### src/rtl/sysctl_pkg.sv
// Shared constants, register selector type and lane helpers for the
// system control register bank. Assumes a 32-bit data path with byte strobes.
package sysctl_pkg;

    localparam int DATA_W = 32;
    localparam int BE_W   = DATA_W / 8;

    // Which register an access selects after address decode.
    typedef enum logic [2:0] {
        SEL_KEY,
        SEL_ID_A,
        SEL_ID_B,
        SEL_STRAP_SET,
        SEL_STRAP_CLR,
        SEL_SCRATCH,
        SEL_NONE
    } reg_sel_e;

    // Expand byte strobes to a bit mask.
    function automatic logic [DATA_W-1:0] lane_mask(input logic [BE_W-1:0] be);
        logic [DATA_W-1:0] m;
        for (int i = 0; i < BE_W; i++) begin
            m[i*8 +: 8] = {8{be[i]}};
        end
        return m;
    endfunction

    // True for naturally aligned 1, 2 or 4 byte read strobes.
    function automatic logic read_be_ok(input logic [BE_W-1:0] be);
        case (be)
            4'b0001, 4'b0010, 4'b0100, 4'b1000,
            4'b0011, 4'b1100, 4'b1111: return 1'b1;
            default:                   return 1'b0;
        endcase
    endfunction

endpackage

### src/rtl/sysctl_decode.sv
// Address decoder: maps a word address to a register selector and, for the
// scratch range, a scratch index. Purely combinational; the fixed registers
// sit at words 0..4 and the scratch words start at word 5.
module sysctl_decode
    import sysctl_pkg::*;
#(
    parameter int ADDR_W      = 6,
    parameter int NUM_SCRATCH = 4,
    parameter int IDX_W       = 2
) (
    input  logic [ADDR_W-1:0] addr_i,
    output reg_sel_e          sel_o,
    output logic [IDX_W-1:0]  idx_o
);

    localparam logic [ADDR_W-1:0] W_KEY     = ADDR_W'(0);
    localparam logic [ADDR_W-1:0] W_ID_A    = ADDR_W'(1);
    localparam logic [ADDR_W-1:0] W_ID_B    = ADDR_W'(2);
    localparam logic [ADDR_W-1:0] W_SET     = ADDR_W'(3);
    localparam logic [ADDR_W-1:0] W_CLR     = ADDR_W'(4);
    localparam logic [ADDR_W-1:0] W_SCR0    = ADDR_W'(5);
    localparam logic [ADDR_W-1:0] W_SCR_END = ADDR_W'(5 + NUM_SCRATCH);

    logic [ADDR_W-1:0] offset;

    // Decode the word address into a selector and scratch index.
    always_comb begin
        offset = addr_i - W_SCR0;
        idx_o  = offset[IDX_W-1:0];
        if (addr_i == W_KEY)                            sel_o = SEL_KEY;
        else if (addr_i == W_ID_A)                      sel_o = SEL_ID_A;
        else if (addr_i == W_ID_B)                      sel_o = SEL_ID_B;
        else if (addr_i == W_SET)                       sel_o = SEL_STRAP_SET;
        else if (addr_i == W_CLR)                       sel_o = SEL_STRAP_CLR;
        else if (addr_i >= W_SCR0 && addr_i < W_SCR_END) sel_o = SEL_SCRATCH;
        else                                            sel_o = SEL_NONE;
    end

endmodule

### src/rtl/sysctl_key_guard.sv
// Protection key state: a single open flag. A full-width key write compares
// its data with the magic value and stores only the result. Reset loads the
// preunlock input. Assumes the caller gates key_wr_i with full strobes.
module sysctl_key_guard
    import sysctl_pkg::*;
#(
    parameter logic [DATA_W-1:0] KEY_MAGIC = 32'h1688_A8A8
) (
    input  logic              clk,
    input  logic              rst_n,
    input  logic              preunlock_i,
    input  logic              key_wr_i,
    input  logic [DATA_W-1:0] wdata_i,
    output logic              open_o
);

    // Hold the open flag; update it only on a key write.
    always_ff @(posedge clk) begin
        if (!rst_n)        open_o <= preunlock_i;
        else if (key_wr_i) open_o <= (wdata_i == KEY_MAGIC);
    end

    // after a key write the flag reflects the magic comparison
    p_key_result_r2: assert property (@(posedge clk) disable iff (!rst_n)
        key_wr_i |=> (open_o == ($past(wdata_i) == KEY_MAGIC)));

    // without a key write the flag does not move
    p_key_hold_r2: assert property (@(posedge clk) disable iff (!rst_n)
        !key_wr_i |=> $stable(open_o));

endmodule

### src/rtl/sysctl_strap_reg.sv
// Strap word: loaded from the strap pins during reset, then modified only by
// write-1-to-set and write-1-to-clear strobes. Assumes set and clear enables
// are already qualified by the lock and full-width checks.
module sysctl_strap_reg
    import sysctl_pkg::*;
(
    input  logic              clk,
    input  logic              rst_n,
    input  logic [DATA_W-1:0] strap_i,
    input  logic              set_en_i,
    input  logic              clr_en_i,
    input  logic [DATA_W-1:0] wdata_i,
    output logic [DATA_W-1:0] strap_o
);

    // Load the pins at reset; set or clear written-one bits afterwards.
    always_ff @(posedge clk) begin
        if (!rst_n)        strap_o <= strap_i;
        else if (set_en_i) strap_o <= strap_o | wdata_i;
        else if (clr_en_i) strap_o <= strap_o & ~wdata_i;
    end

    // every written one is set after a set write
    p_strap_set_r5: assert property (@(posedge clk) disable iff (!rst_n)
        set_en_i |=> ((strap_o & $past(wdata_i)) == $past(wdata_i)));

    // every written one is cleared after a clear write
    p_strap_clr_r6: assert property (@(posedge clk) disable iff (!rst_n)
        (clr_en_i && !set_en_i) |=> ((strap_o & $past(wdata_i)) == '0));

    // the strap word is stable when neither strap address is written
    p_strap_idle_r3: assert property (@(posedge clk) disable iff (!rst_n)
        (!set_en_i && !clr_en_i) |=> $stable(strap_o));

endmodule

### src/rtl/sysctl_scratch_file.sv
// Scratch words: plain storage, one register per word, written only when
// the write enable (already lock-qualified) targets that index. Read is a
// combinational index mux. Assumes NUM_SCRATCH fits in IDX_W bits.
module sysctl_scratch_file
    import sysctl_pkg::*;
#(
    parameter int NUM_SCRATCH = 4,
    parameter int IDX_W       = 2
) (
    input  logic              clk,
    input  logic              rst_n,
    input  logic              open_i,
    input  logic              wr_en_i,
    input  logic [IDX_W-1:0]  idx_i,
    input  logic [DATA_W-1:0] wdata_i,
    output logic [DATA_W-1:0] rdata_o
);

    logic [DATA_W-1:0] word_q [NUM_SCRATCH];

    for (genvar g = 0; g < NUM_SCRATCH; g++) begin : g_word
        // Store one scratch word when it is the write target.
        always_ff @(posedge clk) begin
            if (!rst_n)                                   word_q[g] <= '0;
            else if (wr_en_i && idx_i == IDX_W'(g))       word_q[g] <= wdata_i;
        end

        // a locked bank leaves every scratch word unchanged
        p_locked_hold_r3: assert property (@(posedge clk) disable iff (!rst_n)
            !open_i |=> $stable(word_q[g]));
    end

    // Select the addressed scratch word for reads.
    always_comb begin
        rdata_o = word_q[idx_i];
    end

endmodule

### src/rtl/sysctl_regbank.sv
// Top of the key-protected system control register bank. Decodes each bus
// access, qualifies writes by full strobes and the lock, and registers the
// read data and the unmapped-access error pulse. Assumes one access per
// cycle and a word-addressed bus.
module sysctl_regbank
    import sysctl_pkg::*;
#(
    parameter int                ADDR_W      = 6,
    parameter int                NUM_SCRATCH = 4,
    parameter logic [DATA_W-1:0] KEY_MAGIC   = 32'h1688_A8A8,
    parameter logic [DATA_W-1:0] ID_EARLY    = 32'h0501_0303,
    parameter logic [DATA_W-1:0] ID_LATE     = 32'h0502_0303
) (
    input  logic              clk,
    input  logic              rst_n,
    input  logic              preunlock_i,
    input  logic              silicon_rev_late_i,
    input  logic [31:0]       strap_i,
    input  logic              req_valid_i,
    input  logic              req_write_i,
    input  logic [ADDR_W-1:0] req_addr_i,
    input  logic [3:0]        req_be_i,
    input  logic [31:0]       req_wdata_i,
    output logic [31:0]       rsp_rdata_o,
    output logic              rsp_err_o
);

    localparam int IDX_W = (NUM_SCRATCH > 1) ? $clog2(NUM_SCRATCH) : 1;

    reg_sel_e          sel;
    logic [IDX_W-1:0]  scr_idx;
    logic              wr_full;
    logic              key_wr;
    logic              prot_wr;
    logic              is_open;
    logic [DATA_W-1:0] strap_q;
    logic [DATA_W-1:0] scr_rdata;
    logic [DATA_W-1:0] id_b_val;
    logic [DATA_W-1:0] raw_rdata;
    logic [DATA_W-1:0] rd_next;

    sysctl_decode #(
        .ADDR_W(ADDR_W), .NUM_SCRATCH(NUM_SCRATCH), .IDX_W(IDX_W)
    ) i_decode (
        .addr_i(req_addr_i), .sel_o(sel), .idx_o(scr_idx)
    );

    // Qualify writes: full strobes for all, the open flag for protected words.
    always_comb begin
        wr_full = req_valid_i && req_write_i && (req_be_i == 4'hF);
        key_wr  = wr_full && (sel == SEL_KEY);
        prot_wr = wr_full && is_open;
    end

    sysctl_key_guard #(.KEY_MAGIC(KEY_MAGIC)) i_key (
        .clk(clk), .rst_n(rst_n), .preunlock_i(preunlock_i),
        .key_wr_i(key_wr), .wdata_i(req_wdata_i), .open_o(is_open)
    );

    sysctl_strap_reg i_strap (
        .clk(clk), .rst_n(rst_n), .strap_i(strap_i),
        .set_en_i(prot_wr && sel == SEL_STRAP_SET),
        .clr_en_i(prot_wr && sel == SEL_STRAP_CLR),
        .wdata_i(req_wdata_i), .strap_o(strap_q)
    );

    sysctl_scratch_file #(.NUM_SCRATCH(NUM_SCRATCH), .IDX_W(IDX_W)) i_scratch (
        .clk(clk), .rst_n(rst_n), .open_i(is_open),
        .wr_en_i(prot_wr && sel == SEL_SCRATCH),
        .idx_i(scr_idx), .wdata_i(req_wdata_i), .rdata_o(scr_rdata)
    );

    // Choose the read value and apply lane masking.
    always_comb begin
        id_b_val = silicon_rev_late_i ? ID_LATE : ID_EARLY;
        case (sel)
            SEL_KEY:       raw_rdata = {{(DATA_W-1){1'b0}}, is_open};
            SEL_ID_A:      raw_rdata = ID_EARLY;
            SEL_ID_B:      raw_rdata = id_b_val;
            SEL_STRAP_SET: raw_rdata = strap_q;
            SEL_STRAP_CLR: raw_rdata = id_b_val;
            SEL_SCRATCH:   raw_rdata = scr_rdata;
            default:       raw_rdata = '0;
        endcase
        rd_next = read_be_ok(req_be_i) ? (raw_rdata & lane_mask(req_be_i)) : '0;
    end

    // Register read data on reads and the error flag on every access.
    always_ff @(posedge clk) begin
        if (!rst_n) begin
            rsp_rdata_o <= '0;
            rsp_err_o   <= 1'b0;
        end else begin
            if (req_valid_i && !req_write_i) rsp_rdata_o <= rd_next;
            rsp_err_o <= req_valid_i && (sel == SEL_NONE);
        end
    end

    // the error pulse only follows a request
    p_err_after_req_r10: assert property (@(posedge clk) disable iff (!rst_n)
        rsp_err_o |-> $past(req_valid_i));

    // an unmapped read returns zero alongside its error pulse
    p_unmapped_zero_r10: assert property (@(posedge clk) disable iff (!rst_n)
        (rsp_err_o && !$past(req_write_i)) |-> (rsp_rdata_o == '0));

    // a partial write never changes the open flag
    p_partial_key_r9: assert property (@(posedge clk) disable iff (!rst_n)
        (req_valid_i && req_write_i && req_be_i != 4'hF) |=> $stable(is_open));

endmodule

### config.mk
export PLATFORM = sky130hd
export DESIGN_NAME = sysctl_regbank
export DESIGN_NICKNAME = d
export VERILOG_FILES = /design/src/rtl/sysctl_pkg.sv /design/src/rtl/sysctl_decode.sv /design/src/rtl/sysctl_key_guard.sv /design/src/rtl/sysctl_strap_reg.sv /design/src/rtl/sysctl_scratch_file.sv /design/src/rtl/sysctl_regbank.sv
export SDC_FILE = /design/constraint.sdc
export NUM_CORES = 1
export LEC_CHECK = 0
export ABC_AREA = 0
export BUFFER_PORTS_ARGS = -buffer_cell sky130_fd_sc_hd__clkbuf_2
export CAP_MARGIN = 25
export CORE_MARGIN = 2
export CORE_UTILIZATION = 48
export DETAILED_ROUTE_END_ITERATION = 12
export PLACE_DENSITY_LB_ADDON = 0.25
export SLEW_MARGIN = 25
export SYNTH_ARGS = -nofsm -noshare
export SYNTH_HDL_FRONTEND = slang
export SYNTH_SLANG_ARGS = --single-unit
### constraint.sdc
create_clock -name clk -period 4.5 [get_ports clk]
set_input_delay 0.9 -clock clk [delete_from_list [all_inputs] [get_ports clk]]
set_output_delay 0.9 -clock clk [all_outputs]
set_load 0.02 [all_outputs]
After elaboration in Yosys (flattened, before gate mapping)
Memories as Yosys holds them, arrays and structs flattened. Index checks and enable logic that the tools add are counted.

Memory bits (writable): 128. Flip-flop bits (word level): 66. Bits of input ports: 80. Output and inout port bits: 33. Memories: 1.

Memories: i_scratch.word_q (depth 4, width 32, rd ports 1, clocked after Yosys merged registers in 0, wr ports 4, RTL line sysctl_scratch_file.sv:19) `logic [DATA_W-1:0] word_q [NUM_SCRATCH];`.

$add $sub $neg: 1. Muxes and demuxes: 32. Equal/unequal tests: 23. Reductions and logical operators: 20. Order comparisons: 2. Bitwise gates (word level): 8.

Operators by type and width (number): $mux W32 (8); $pmux W32 S5 (1); $and A32 B32 Y32 (2); $eq A32 B29 Y1 const B (1); $not A32 Y32 (1); $or A32 B32 Y32 (1); $mux W18 (1); $mux W1 (16); $mux W3 (5); $logic_and A1 B1 Y1 (14); $eq A4 B4 Y1 const B (3); $eq A6 B2 Y1 const B (2); $eq A3 B3 Y1 const B (3); $eq A4 B2 Y1 const B (2); $reduce_or A7 Y1 (1); $eq A3 B2 Y1 const B (2); $eq A6 B1 Y1 const B (1); $eq A6 B3 Y1 const B (1); $ge A6 B3 Y1 const B (1); $logic_not A6 Y1 (1); $lt A6 B4 Y1 const B (1); $eq A2 B2 Y1 const B (2); $eq A4 B1 Y1 const B (1); $eq A4 B3 Y1 const B (1); 11 further kinds (14).

Depth between registers and ports, before layout
Gate-level depths: netlist of run 1.

Depth in word-level cells: 15. Gate-level depth with buffers: 11. Depth with buffers taken out: 7.

Cells and area by module
A second synthesis of run 1 with hierarchy kept.

Cell total of the unflattened synthesis: 781. Area, all modules: 9480.3 sq um.

Modules (own cells, without submodules): sysctl_scratch_file (cells an instance 360, times used 1, area each 5491.5 sq um, seq. area each 3843.7 sq um); sysctl_strap_reg (cells an instance 213, times used 1, area each 1946.9 sq um, seq. area each 960.9 sq um); sysctl_regbank (cells an instance 173, times used 1, area each 1744.2 sq um, seq. area each 660.6 sq um); sysctl_key_guard (cells an instance 16, times used 1, area each 166.4 sq um, seq. area each 30.0 sq um); sysctl_decode (cells an instance 19, times used 1, area each 131.4 sq um, seq. area each 0.0 sq um).

Worst setup path after synthesis of run 1
OpenSTA, ideal clock, no wires.

Path type: in2reg. From: input port req_addr_i[0]. To: memory i_scratch.word_q[0][0], enable pin. Required time: 4111 ps. Setup slack: 381 ps. Arrival: 3730 ps. Cell stages on the path: 11. Path through: buf_2 buf_2 inv_1 ha_1 buf_2 or3b_1 a21oi_1 nor3b_2 nand2_1 buf_2 nand2_1.

RTL lines: from (decl) (RTL line sysctl_regbank.sv:21) `input logic [ADDR_W-1:0] req_addr_i,`; to (decl) (RTL line sysctl_scratch_file.sv:19).

==> flow_metrics.py, run 1 <==
metrics = {
    "logic_synthesis": {
        "yosysWarnings": 0,
        "syn-instance-count": 727,
        "postSynthNetCount": 811,
        "synthXorXnorAreaFrac": 0,
        "yosysUniqueCellTypes": 48,
        "synth-edff-count": 161,
        "syn_avg_cell_area_um2": 12.2,
        "synth_async_sr_flop_share": 0,
        "synth_mux_area_frac": 0.0838,
        "yosys.area_share.adder": 0.00565,
        "ys_ff_latch": 194,
        "synth_compound_area_frac": 0.111,
        "ys_seq_area_frac": 0.621,
        "netlist_area_um2": 8850,
        "yosys.area_share.simple": 0.147,
        "synth_top_family_by_area": "simple AND/OR/NAND/NOR gates",
        "synth_ff_type": "edfxtp_1",
    },
    "power": {
        "internal_power_mw": 2.93,
        "power_leakage_nw": 3.85,
        "p_sw_frac": 0.224,
        "power.total_mw": 3.78,
        "switching_power_mw": 0.846,
        "combPwrFrac": 0.076,
        "seq_power_share": 0.532,
        "powerDensity_nw_per_um2": 369,
        "pwr-share-clk": 0.392,
        "irDropWorstVdd_uv": 305,
    },
    "final_layout": {
        "fin_cells": 1071,
        "antenna_cells": 0,
        "post-route-cell-area_um2": 10200,
        "drive_above_1_share": 0.248,
        "syn_to_final_growth_pct": 15.6,
        "nNetsFinal": 913,
    },
    "placed_design": {
        "dp_hpwl_um": 15000,
        "place_inst": 1039,
        "placed_cell_area_um2": 9670,
        "port-buffer-count": 112,
        "place_congestion": 0.787,
    },
    "setup_path": {
        "startpoint_type": "input pin",
        "worst-path-buf-inv": 4,
        "worstPathRequired_ns": 4.60,
        "slowest_stage": "or3b_1",
        "path_max_fanout": 33,
        "cp_slowest_stage_delay_ns": 0.42,
        "path_class": "input pin to register",
        "ff2ff_path_depth": 6,
        "cp_top_family": "simple AND/OR/NAND/NOR gates",
        "critPathCaptureType": "register",
        "cp_data_arrival_time_ns": 3.11,
        "path_cells": "clkbuf_2, inv_1, ha_1, or3b_1, a21oi_2, nor3b_2, nand2_1, buf_4, nand2_1, buf_4",
        "crit_cells": 10,
    },
    "floorplan": {
        "core_um2": 18000,
        "die_h_um": 140,
        "ios": 113,
        "die_w_um": 140,
        "dieArea_um2": 19500,
        "rows": 49,
        "start_util": 0.491,
    },
    "clocking": {
        "cts_setup_buffers": 0,
        "clkLatencyLatePin_ns": 0.44,
        "cts_max_level": 4,
        "cts_root_buffer": "clkbuf_16",
        "post_cts_resized": 0,
        "cts_made_buffers": 17,
        "clock-sinks": 194,
        "clockBufferDepth": 2,
        "hold_buffers": 0,
        "cts_tree": "built",
        "path_clk_slew_ns": 0.06,
    },
    "timing": {
        "slew-limit-headroom": 0.417,
        "max_freq_mhz": 332,
        "setup_violations": 0,
        "hold_ws_ns": 0.522,
        "period_minus_slack_ns": 3.01,
        "fin_skew_ns": 0.0149,
        "slew_violations": 0,
        "finalSetupTns_ns": 0,
        "period_share": 0.669,
        "tightestPinTransition_ns": 0.874,
        "hold_viol": 0,
        "rsz0062_at_grt": "no",
    },
    "global_routing": {
        "gr-total-overflow": 0,
        "grt_pass1_wl_um": 36700,
        "grt.total_usage": 0.251,
        "antenna_found_initial": 1,
        "grt_pass1_vias": 6477,
        "grt_max_degree": 78,
    },
    "route": {
        "wl_per_cell_um": 22.2,
        "postRouteAntennaNets": 0,
        "routed_via_density": 6.10,
        "routed_wl_um": 23800,
        "remaining_drc_errors": 0,
        "vias": 6530,
        "drt-initial-drc-count": 746,
        "drt_first_pass_iters": 7,
    },
    "outcome": {
        "status": "finished clean",
    },
    "worst_hold_path": {
        "hp-class": "register to register",
        "min_path_cells": 2,
    },
    "job": {
        "maxCapViolCount": 0,
    },
}
-- cells in the mapped netlist (all sizes together) (4+ instances only) --
cell type,n,area share
buf,24,0.016
ha,4,0.0057
a2111oi,4,0.0068
o2bb2ai,32,0.032
nor4b,4,0.0057
clkbuf,29,0.012
and2,7,0.0049
inv,9,0.0038
nand2,111,0.047
mux4,32,0.081
dfxtp,33,0.075
o21ai,12,0.0068
a22o,24,0.024
a21oi,10,0.0057
a22oi,24,0.020
edfxtp,161,0.55
nor2,163,0.069
a221oi,5,0.0049
-- final cells by class --
type	count	area (um2)
Multi-Input combinational cell	471	3090
Fill cell	1517	7790
Timing Repair Buffer	136	761
Clock buffer	23	458
Clock inverter	9	106
Tap cell	229	287
Inverter	9	33.8
Sequential cell	194	5500
-- per-stage QoR --
| step | utilization | setup slack, ns |
|---|---|---|
| 4_1_cts | 0.568 | 1.48 |
| 2_1_floorplan | - | 0.381 |
| 5_1_grt | 0.568 | 1.32 |
| 6_report | 0.568 | 1.49 |
| 3_5_place_dp | 0.537 | 1.04 |
| 3_3_place_gp | 0.534 | 0.907 |
-- worst paths after layout --
path / start / endpoint / slack [ns]
setup / recovery: req_addr_i[0] / i_scratch.word_q[3][9] / 1.49
hold / removal: rsp_rdata_o[7] / rsp_rdata_o[7] / 0.52
setup reg to reg: i_key.open_o / i_scratch.word_q[3][9] / 2.58
hold reg to reg: rsp_rdata_o[7] / rsp_rdata_o[7] / 0.52
-- logic make-up (layout without fill, tap and decap cells) --
group,Yosys count,count (layout)
AND/OR/NAND/NOR,310,310
flip-flops,194,194
AO/OA/AOI/OAI,123,123
buffers and inverters,62,177
multiplexers,34,34
adder cells (fa/ha/maj),4,4
-- layout by cell type (no fill, tap or decap), types with 5 or more instances in the layout --
cell and instances:
nor2_1 162, edfxtp_1 161, clkbuf_2 112, nand2_1 111
dfxtp_1 33, o2bb2ai_1 32, mux4_2 32, a22o_1 24
a22oi_1 24, buf_4 23, clkbuf_16 17, o21ai_0 12
a21oi_1 9, inv_1 8, and2_1 7, a221oi_1 5
clkbuf_1 5
-- metal layers --
layer  up-vias  share of wire  GRT usage  wire, um
li1       2892              -          -         -
met4         2          0.021     0.0863       491
met5         -        0.00055          0        13
met2       376           0.48      0.407     11500
met1      3216           0.39      0.335      9410
met3        44          0.099     0.0582      2370
-- worst reg2reg max path: cells and delay by family, from the launching register on --
kind / cells / cell delay, ns
buffers and inverters: 3 / 0.70
and+or+nand+nor: 3 / 0.53
DFF: 1 / 0.34
-- power groups by stage --
stage	sequential, mW	clock, mW	combinational, mW
final	2.01	1.48	0.287
after floorplan	2.04	0	0.168
after detailed placement	2.05	0	0.286
after global routing	2.01	1.57	0.309
after global placement	2.05	0	0.275
after CTS	2.01	1.50	0.287
(Power assumes the default switching activity.)
==> run 2, diff against run 1 <==
clock period = 2.45 ns   (was 4.5 ns; I/O delays follow)
==> run 2 against run 1 <==
Net effect: core utilization is 3.0 points higher; design area is 5.4% higher; sequential share of layout area is 2.7 points lower.
==> flow_metrics.py, run 2 (synthesis gave the netlist of run 1 again) <==
metrics = {
    "floorplan": {
        "die_h_um": 140,
        "dieArea_um2": 19500,
        "die_w_um": 140,
        "core_um2": 18000,
        "rows": 49,
        "ios": 113,
        "start_util": 0.491,
    },
    "clocking": {
        "cts_tree": "built",
        "cts_made_buffers": 17,
        "cts_setup_buffers": 0,
        "cts_max_level": 4,
        "cts_root_buffer": "clkbuf_16",
        "clkLatencyLatePin_ns": 0.42,
        "hold_buffers": 0,
        "post_cts_resized": 0,
        "clock-sinks": 194,
        "path_clk_slew_ns": 0.07,
        "clockBufferDepth": 2,
    },
    "route": {
        "routed_wl_um": 25200,
        "remaining_drc_errors": 0,
        "routed_via_density": 6.05,
        "wl_per_cell_um": 22.9,
        "drt-initial-drc-count": 665,
        "postRouteAntennaNets": 0,
        "drt_first_pass_iters": 5,
        "vias": 6653,
    },
    "timing": {
        "period_minus_slack_ns": 2.34,
        "finalSetupTns_ns": 0,
        "hold_ws_ns": 0.331,
        "hold_viol": 0,
        "tightestPinTransition_ns": 0.779,
        "slew_violations": 0,
        "period_share": 0.953,
        "setup_violations": 0,
        "rsz0062_at_grt": "no",
        "max_freq_mhz": 428,
        "slew-limit-headroom": 0.480,
        "fin_skew_ns": 0.00982,
    },
    "final_layout": {
        "multiInputGateArea_um2": 3200,
        "postLayoutCoreUtil": 0.598,
        "fin_cells": 1099,
        "final_cell_mix": "162 x nor2_1, 161 x edfxtp_1, 111 x clkbuf_2, 106 x nand2_1, 34 x buf_4",
        "final_common_cell": "nor2_1",
        "drive_above_1_share": 0.283,
        "nNetsFinal": 940,
        "seq_area_um2": 5500,
        "syn_to_final_growth_pct": 21.8,
        "fill_cells": 1426,
    },
    "global_routing": {
        "grt_max_degree": 50,
        "grt_pass1_wl_um": 38000,
        "grt_use_met2": 0.413,
        "grt_pass1_vias": 6600,
        "antenna_found_initial": 2,
        "grt.total_usage": 0.260,
        "use_met1": 0.358,
        "gr-total-overflow": 0,
        "busiest_layer": "met2",
        "met3_usage": 0.0709,
    },
    "placed_design": {
        "place_congestion": 0.878,
        "dp_hpwl_um": 16300,
        "port-buffer-count": 112,
        "place_inst": 1066,
    },
    "outcome": {
        "status": "finished clean",
    },
    "setup_path": {
        "path_class": "input pin to register",
        "cp_data_arrival_time_ns": 2.47,
        "startpoint_type": "input pin",
        "worstPathRequired_ns": 2.59,
        "critPathCaptureType": "register",
        "path_max_fanout": 32,
    },
    "job": {
        "maxCapViolCount": 0,
    },
    "worst_hold_path": {
        "hp-class": "input pin to register",
    },
    "power": {
        "irDropWorstVdd_uv": 507,
        "power.total_mw": 7.16,
        "powerDensity_nw_per_um2": 664,
        "power_leakage_nw": 4.10,
    },
}
run 2: worst max-delay path, stage by stage:
cell and delay (ns):
clkbuf_2 0.11, inv_1 0.08, ha_1 0.21, or4b_1 0.56, o21a_1 0.24, nor4b_4 0.33
buf_12 0.27, nand2_1 0.09, nand2_1 0.09
run 2: cell type report:
| type | count | share of cell area |
|---|---|---|
| sequential | 194 | 0.510 |
| multi-input combinational | 471 | 0.296 |
| timing repair buffer | 163 | 0.107 |
| clock buffer | 23 | 0.0443 |
| tap | 229 | 0.0266 |
| clock inverter | 9 | 0.0121 |
| inverter | 9 | 0.00360 |
| antenna | 1 | 0.000232 |
run 2: report_power, final:
group          leakage (nW)  switching (mW)  total (mW)  internal [mW]
Combinational          1.84           0.365       0.620          0.254
Sequential             1.96          0.0291        3.69           3.66
Clock                 0.298            1.16        2.85           1.69
Total                  4.10            1.56        7.16           5.61
run 2: path summary, 6_finish.rpt:
path	from	end	slack, ns	cells past startpoint
max	req_addr_i[1]	register	0.11	9
min	req_valid_i	rsp_err_o	0.33	2
max reg2reg	i_key.open_o	i_scratch.word_q[1][31]	0.72	5
min reg2reg	rsp_rdata_o[11]	rsp_rdata_o[11]	0.51	2
run 2: routing by layer:
layer / vias to the layer above / routed length [um]
met5: - / 13
met4: 2 / 330
li1: 2955 / -
met1: 3248 / 10100
met2: 415 / 11900
met3: 33 / 2920
run 2: through the flow:
stage | setup WS (ns) | cell area [um2]
6_report | 0.114 | 10800
5_1_grt | 0.0292 | 10800
4_1_cts | 0.0487 | 10800
3_5_place_dp | -0.375 | 10100
3_3_place_gp | -0.287 | 10100
2_1_floorplan | -0.260 | 8990
